[src/rtl/nvm_status_ctrl.sv]
module nvm_status_ctrl #(
  parameter int PROG_CYCLES = 40
) (
  input  logic       clk,
  input  logic       rst_n,
  input  logic       cmd_wren,
  input  logic       cmd_wrdis,
  input  logic       cmd_rdsr,
  input  logic       cmd_wrsr,
  input  logic       cmd_memwr,
  input  logic [7:0] din,
  output logic [7:0] status,
  output logic [7:0] rd_data,
  output logic       rd_valid,
  output logic       mem_grant,
  output logic       prog_done
);
  localparam int CW = $clog2(PROG_CYCLES + 1);
  localparam logic [CW-1:0] LOAD = CW'(PROG_CYCLES - 1);

  logic [1:0]    prot;
  logic          wel;
  logic          busy;
  logic [CW-1:0] left;

  wire take_sr = ~busy & wel & cmd_wrsr;
  wire take_mw = ~busy & wel & cmd_memwr & ~cmd_wrsr;

  assign mem_grant = take_mw;
  assign prog_done = busy & (left == '0);
  assign status    = {4'b0000, prot, wel, busy};

  always_ff @(posedge clk or negedge rst_n) begin
    if (!rst_n) begin
      prot     <= '0;
      wel      <= 1'b0;
      busy     <= 1'b0;
      left     <= '0;
      rd_data  <= '0;
      rd_valid <= 1'b0;
    end else begin
      rd_valid <= cmd_rdsr;
      if (cmd_rdsr) rd_data <= status;
      if (take_sr || take_mw) begin
        busy <= 1'b1;
        left <= LOAD;
        if (take_sr) prot <= din[3:2];
      end else if (prog_done) begin
        busy <= 1'b0;
        wel  <= 1'b0;
      end else if (busy) begin
        left <= left - 1'b1;
      end else if (cmd_wren) begin
        wel <= 1'b1;
      end else if (cmd_wrdis) begin
        wel <= 1'b0;
      end
    end
  end
endmodule

[config.mk]
export PLATFORM = sky130hd
export DESIGN_NAME = nvm_status_ctrl
export DESIGN_NICKNAME = d
export VERILOG_FILES = /design/src/rtl/nvm_status_ctrl.sv
export SDC_FILE = /design/constraint.sdc
export NUM_CORES = 1
export LEC_CHECK = 0
export BUFFER_PORTS_ARGS = -buffer_cell sky130_fd_sc_hd__buf_2
export CAP_MARGIN = 30
export CORE_ASPECT_RATIO = 0.9
export CORE_MARGIN = 2
export CORE_UTILIZATION = 46
export CTS_CLUSTER_DIAMETER = 60
export DETAILED_ROUTE_END_ITERATION = 8
export GPL_ROUTABILITY_DRIVEN = 0
export PLACE_DENSITY_LB_ADDON = 0.2
export SLEW_MARGIN = 20
export SYNTH_ARGS = -nofsm -noshare
export SYNTH_HDL_FRONTEND = slang
export SYNTH_SLANG_ARGS = --single-unit
[constraint.sdc]
create_clock -name clk -period 1.5 [get_ports clk]
set_input_delay 0.075 -clock clk [delete_from_list [all_inputs] [get_ports clk]]
set_output_delay 0.075 -clock clk [all_outputs]
set_load 0.1 [all_outputs]
# == After elaboration in Yosys (flattened, before gate mapping) ==
# Index checks and enable logic that the tools add are counted.
# W data, S select, Z words.
# op_classes
eq_ne,2
n_reduce_logical,8
shifts,0
n_mul,0
order_cmp,0
mux,9
bitwise_logic,8
div,0
n_addsub,1
# ops
op,n
$mux W6,3
$logic_not A6 Y1,1
$mux W1,6
$sub A6 B1 Y6 const B,1
$and A1 B1 Y1,5
$reduce_and A2 Y1,2
$reduce_bool A2 Y1,2
$not A1 Y1,3
$reduce_and A3 Y1,1
$reduce_bool A3 Y1,1
$ne A2 B1 Y1 const B,1
$ne A2 B2 Y1 const B,1
$logic_or A1 B1 Y1,1
# word_totals
ff_bits,15
wordCells,34
output_inout_bits,19
mem_bits_rw,0
latch_bits,0
inputBits,15
memories,0
mem_bits_ro,0

# == Logic depth before layout (Yosys ltp) ==
# Gate-level depths: netlist of run 1.
# logic_depth
ltp_word,7
ltp_mapped,5
ltp_nobuf,5

# == Worst setup path after synthesis of run 1 ==
# OpenSTA, ideal clock, no wires.
# synth_path
path_type,reg-to-output
start,register left[2]
end,output port prog_done
stages_incl_launch_ff,3
n_path_buf,0
t_arrival_ns,2.867
t_required_ns,1.425
path_slack_ns,-1.442
path_cell_list,dfrtp_1 or3_4 nor3_1
# synth_via
elab_chain_len,2
# synth_lines
item,line_no,rtl
from (decl),24,logic [CW-1:0] left;
from (signal assigned),52,left <= left - 1'b1;
$logic_not A6 Y1,30,assign prog_done = busy & (left == '0);
$and A1 B1 Y1,30,
to (decl),16,output logic prog_done
# Every way passes these cells.

# == Worst setup path in the final report of run 1 ==
# Ends and elaborated chain as after synthesis.

==> flow_summary.toml, run 1 <==
[drt]
ant_nets = 0
wire_per_inst_um = 11.66
vias = 589
wirelength_mm = 1.446
drc_errors = 0
dr.pass1.iters = 3
drt-initial-drc-count = 4
via_per_inst = 4.750

[power]
switching_share = 0.3445
power_density_nw_per_um2 = 794.1
clkPwrFrac = 0.278
p_leak_nw = 0.4940
total_power_mw = 0.8078
power_switching_mw = 0.2783
combPwrFrac = 0.211
internal_power_mw = 0.5295
p_seq_frac = 0.511
ir_drop_mv = 0.4986

[setup_path]
crit_slowest_cell = "or3_4"
required_ns = 1.42
crit_fanout = 5
arrival_ns = 1.46
path_cells = "or3_4, nor3_4, buf_12"
start_kind = "flip-flop"
cp_slowest_stage_delay_ns = 0.44
critPathKind = "reg -> out"
worst_setup_path_end_kind = "primary output"

[layout]
num-nets-final = 118
diodes = 0
drive_gt1_frac = 0.4200
synthToLayoutAreaGrowth_pct = 25.85
fillCellCount = 145

[clocking]
cts_root_buffer = "clkbuf_4"
clk_path_buf_depth = 2
clkLatencyLatePin_ns = 0.28
clock-sinks = 15
cts-buffers-inserted = 3
h-tree-depth = 1
path_clk_slew_ns = 0.09
cts_tree = "done"

[global_routing]
grt_pass1_vias = 573
grt_pass1_wl_mm = 2.373
antenna_found_initial = 0
grt_overflow = 0
grt_use_total = 0.1590
grt_max_degree = 16

[floorplanning]
ios = 34
core.rowCount = 14
initial_core_util = 0.4857
die_x_um = 48.19
fp.dieH_um = 43.77
dieArea_um2 = 2109
coreArea_um2 = 1664

[timing]
worst_slack_ns = -0.03892
holdWs_ns = 0.03307
max_freq_mhz = 649.8
skew_ns = 0.004926
hold_viol = 0
setup_viol = 1
rsz0062_at_grt = "true"
final-max-slew-violation-count = 0
final.min_clock_period_ns = 1.539
period_share = 1.026

[run_status]
outcome = "complete, but fails checks"
violations = "negative setup slack"

[worst_hold_path]
hold_path.class = "in -> reg"

[synthesis]
ys_seq_elements = 15
synthFlopType = "dfrtp_1"
yosys-top-cells-count = "dfrtp_1 (15), buf_4 (10), mux2_2 (6)"
yosysTopAreaCellShare = 0.4644
syn_area_um2 = 808.3
ys_top_cells_by_area = "dfrtp_1 (46%), buf_4 (9.3%), mux2_2 (8.4%), mux2i_1 (5.0%), ha_1 (3.1%)"
async_reset_ff_frac = 1.000
synth-edff-count = 0
synth_cell_types = 27
avgSynthCellArea_um2 = 10.78
synth.most_common_cell = "dfrtp_1"
yosysSeqAreaShare = 0.4644
syn_inst = 75
synth_top_area_cell = "dfrtp_1"
yosysWarnings = 0

[place]
dp_hpwl_mm = 1.108
portBuffers = 19

[job]
drv_cap = 0
[what timing repair did]
| item | 4_1_cts | 5_1_grt |
|---|---|---|
| pin swaps | 0 | 0 |
| endpoints found under the setup margin | 1 | 2 |
| hold buffers | 2 | 0 |
| buffers inserted | 3 | 0 |
| gates resized for setup | 3 | 0 |
| hold endpoints to repair | 16 | 0 |
[stage by stage]
stage	instances	setup TNS [ns]	area, um2	utilization	setup WS [ns]
5_1_grt	124	-0.1230	1017	0.6113	-0.1090
3_5_place_dp	115	0	939.7	0.5647	0.1628
4_1_cts	124	-0.05100	1017	0.6113	-0.05100
2_1_floorplan	82	-0.1591	857.1	-	-0.1591
6_report	124	-0.03892	1017	0.6113	-0.03892
3_3_place_gp	115	0	939.7	0.5647	0.1680
[critical path: cells and delay by family, from the launching register on]
family | cells | cell delay, ns
simple gates | 2 | 0.60
buf+inv | 1 | 0.20
flops | 1 | 0.39
[final cells by class]
type	count	area, um2	area share
timing repair buffer	25	175.2	0.1722
inverter	5	18.77	0.01845
clock inverter	1	5.005	0.004920
multi-input combinational	51	390.4	0.3838
clock buffer	3	22.52	0.02214
sequential	15	375.4	0.3690
tap	24	30.03	0.02952
[per-layer routing]
layer,share of wire,global-route usage,up-vias
li1,-,-,290
met1,0.44,0.2086,281
met3,0.043,0.02500,2
met2,0.51,0.2632,16
met5,0,0,-
met4,0.0069,0.04865,0
[cells by family after synthesis]
kind of cell               after synthesis  synth area share
AOI/OAI and AO/OA                       12            0.1146
adders and majority gates                2           0.03095
buffers and inverters                   16            0.1223
DFF                                     15            0.4644
muxes                                   10            0.1331
other                                    1          0.004640
and+or+nand+nor                         19            0.1300
[cell usage in the layout, fill, tap and decap left out, types with 2 or more instances in the layout]
cell / count
inv_1: 4
nand4_1: 2
nand2_1: 5
nor2_1: 3
conb_1: 8
dlygate4sd3_1: 2
a21oi_1: 3
buf_12: 2
mux2_2: 6
buf_4: 4
mux2i_1: 4
clkbuf_4: 3
buf_2: 17
dfrtp_1: 15
o21ai_0: 3
[sequential cells by signal (all words and copies together) (netlist names)]
register  count
left          6
rd_data       4
prot          2
busy          1
rd_valid      1
wel           1
[power groups by stage]
stage / Clock (mW) / Sequential [mW] / Combinational (mW)
2_1_floorplan: 0 / 0.451 / 0.126
3_3_place_gp: 0 / 0.421 / 0.166
3_5_place_dp: 0 / 0.421 / 0.168
4_1_cts: 0.234 / 0.412 / 0.172
5_1_grt: 0.246 / 0.413 / 0.179
6_report: 0.225 / 0.412 / 0.171
[path summary, 6_finish.rpt]
| path | from | end | slack, ns | cells after the start |
|---|---|---|---|---|
| min reg2reg | left[5] | left[5] | 0.49 | 1 |
| min in group asynchronous | rst_n | left[5] | 0.22 | 2 |
| max reg2reg | busy | prot[1] | 0.20 | 3 |
| max | left[2] | prog_done | -0.04 | 3 |
| max in group asynchronous | rst_n | wel | 1.02 | 2 |
| min | din[2] | prot[0] | 0.03 | 2 |
No activity file was read; power rests on OpenSTA's default activity.
==> inputs of run 2 (changes only) <==
--- a/config.mk
+++ b/config.mk
@@ -14,6 +14,7 @@
 export DETAILED_ROUTE_END_ITERATION = 8
 export GPL_ROUTABILITY_DRIVEN = 0
 export PLACE_DENSITY_LB_ADDON = 0.2
+export SKIP_CTS_REPAIR_TIMING = 1
 export SLEW_MARGIN = 20
 export SYNTH_ARGS = -nofsm -noshare
 export SYNTH_HDL_FRONTEND = slang
==> run 2 against run 1 <==
Net effect: the flow still finishes with violations (negative setup slack); register-to-register slack got worse by 0.15 ns; sequential power about the same; core utilization up 0.075 points; worst hold slack got worse by 0.0013 ns; non-clock buffer count increased by 1.
==> flow_summary.toml, run 2 (same netlist as run 1, synthesis figures left out) <==
[global_routing]
grt_pass1_vias = 532
grt_overflow = 0
grt_max_degree = 16
grt_use_total = 0.1491
antenna_found_initial = 0
grt_pass1_wl_mm = 2.201

[layout]
synthToLayoutAreaGrowth_pct = 26.01
drive_gt1_frac = 0.4158
diodes = 0
final_util = 0.6120
final_common_cell = "buf_2"
top_register = "left"
num-nets-final = 119
largest_reg_flops = 6
fin_cells = 125
final_cell_mix = "buf_2 (17), dfrtp_1 (14), conb_1 (8)"
reg_top3 = "left (6), rd_data (4), prot (2)"

[clocking]
h-tree-depth = 1
clkLatencyLatePin_ns = 0.27
cts_tree = "done"
clk_path_buf_depth = 2
path_clk_slew_ns = 0.09
cts-buffers-inserted = 3
cts_root_buffer = "clkbuf_4"
clock-sinks = 15

[drt]
drt-initial-drc-count = 1
drc_errors = 0
wire_per_inst_um = 11.34
dr.pass1.iters = 3
ant_nets = 0
wirelength_mm = 1.417
via_per_inst = 4.760
vias = 595

[timing]
rsz0062_at_grt = "true"
hold_viol = 0
period_share = 1.065
setup_viol = 1
skew_ns = 0.001159
final.min_clock_period_ns = 1.597
max_freq_mhz = 626.0
worst_slack_ns = -0.09747
holdWs_ns = 0.03173
final-max-slew-violation-count = 0

[floorplanning]
dieArea_um2 = 2109
die_x_um = 48.19
ios = 34
fp.dieH_um = 43.77
initial_core_util = 0.4857
coreArea_um2 = 1664
core.rowCount = 14

[power]
power_density_nw_per_um2 = 789.1
clkPwrFrac = 0.274
switching_share = 0.3412
p_leak_nw = 0.4993
p_seq_frac = 0.513
ir_drop_mv = 0.4801
power_switching_mw = 0.2743
internal_power_mw = 0.5295
combPwrFrac = 0.212

[setup_path]
r2r_slack_ns = 0.05
start_kind = "flip-flop"
regToRegStartpoint = "left[3]"
worstReg2RegEnd = "left[1]"
crit_fanout = 4
required_ns = 1.42
critPathKind = "reg -> out"
worstRegToRegCells = 4
arrival_ns = 1.52
worst_setup_path_end_kind = "primary output"

[run_status]
outcome = "complete, but fails checks"
violations = "negative setup slack"

[place]
portBuffers = 19
dp_hpwl_mm = 1.108
placed_cells = 115

[worst_hold_path]
hold_path.class = "in -> reg"
whs_endpoint = "prot[0]"
min_from = "din[2]"
min_delay_path_depth = 2

[job]
drv_cap = 0
==> run 2: metal layers <==
layer | vias to the layer above | wire length, um | GRT usage
met2 | 16 | 704 | 0.2368
met1 | 282 | 639 | 0.1952
met4 | 0 | 10 | 0.06486
met3 | 2 | 62 | 0.02500
met5 | - | 0 | 0
li1 | 295 | - | -
==> run 2: worst max path at each step <==
stage / slack (ns) / start / cells past startpoint / endpoint
2_1_floorplan: -0.16 / left[2] / 2 / prog_done
3_3_place_gp: 0.17 / left[2] / 3 / left[3]
3_5_place_dp: 0.16 / left[2] / 3 / left[3]
4_1_cts: -0.11 / left[2] / 3 / prog_done
5_1_grt: -0.16 / left[3] / 3 / prog_done
6_report: -0.1 / left[3] / 3 / prog_done
==> run 2: cell type report <==
class,instances,area [um2]
Multi-Input combinational cell,51,382.9
Timing Repair Buffer,26,182.7
Clock inverter,1,5.005
Sequential cell,15,376.6
Fill cell,148,645.6
Inverter,5,18.77
Tap cell,24,30.03
Clock buffer,3,22.52
==> run 2: power groups by stage <==
stage	Clock, mW	Combinational [mW]	Sequential, mW
6_report	0.220	0.171	0.412
5_1_grt	0.249	0.179	0.413
4_1_cts	0.234	0.168	0.412
3_5_place_dp	0	0.168	0.421
3_3_place_gp	0	0.166	0.421
2_1_floorplan	0	0.126	0.451
==> run 2: critical path, stage by stage, from the launching register on <==
cell,delay (ns)
dfrtp_1,0.41
or3_4,0.43
nor3_4,0.20
buf_12,0.20
==> run 2: through the flow <==
stage	power (mW)	worst slack (ns)	TNS, ns	cell area (um2)
detailed placement	0.5881	0.1628	0	939.7
floorplan	0.5763	-0.1591	-0.1591	857.1
global route	0.8412	-0.1557	-0.1718	1018
global placement	0.5870	0.1680	0	939.7
finish	0.8037	-0.09747	-0.09747	1018
CTS	0.8143	-0.1074	-0.1074	967.2
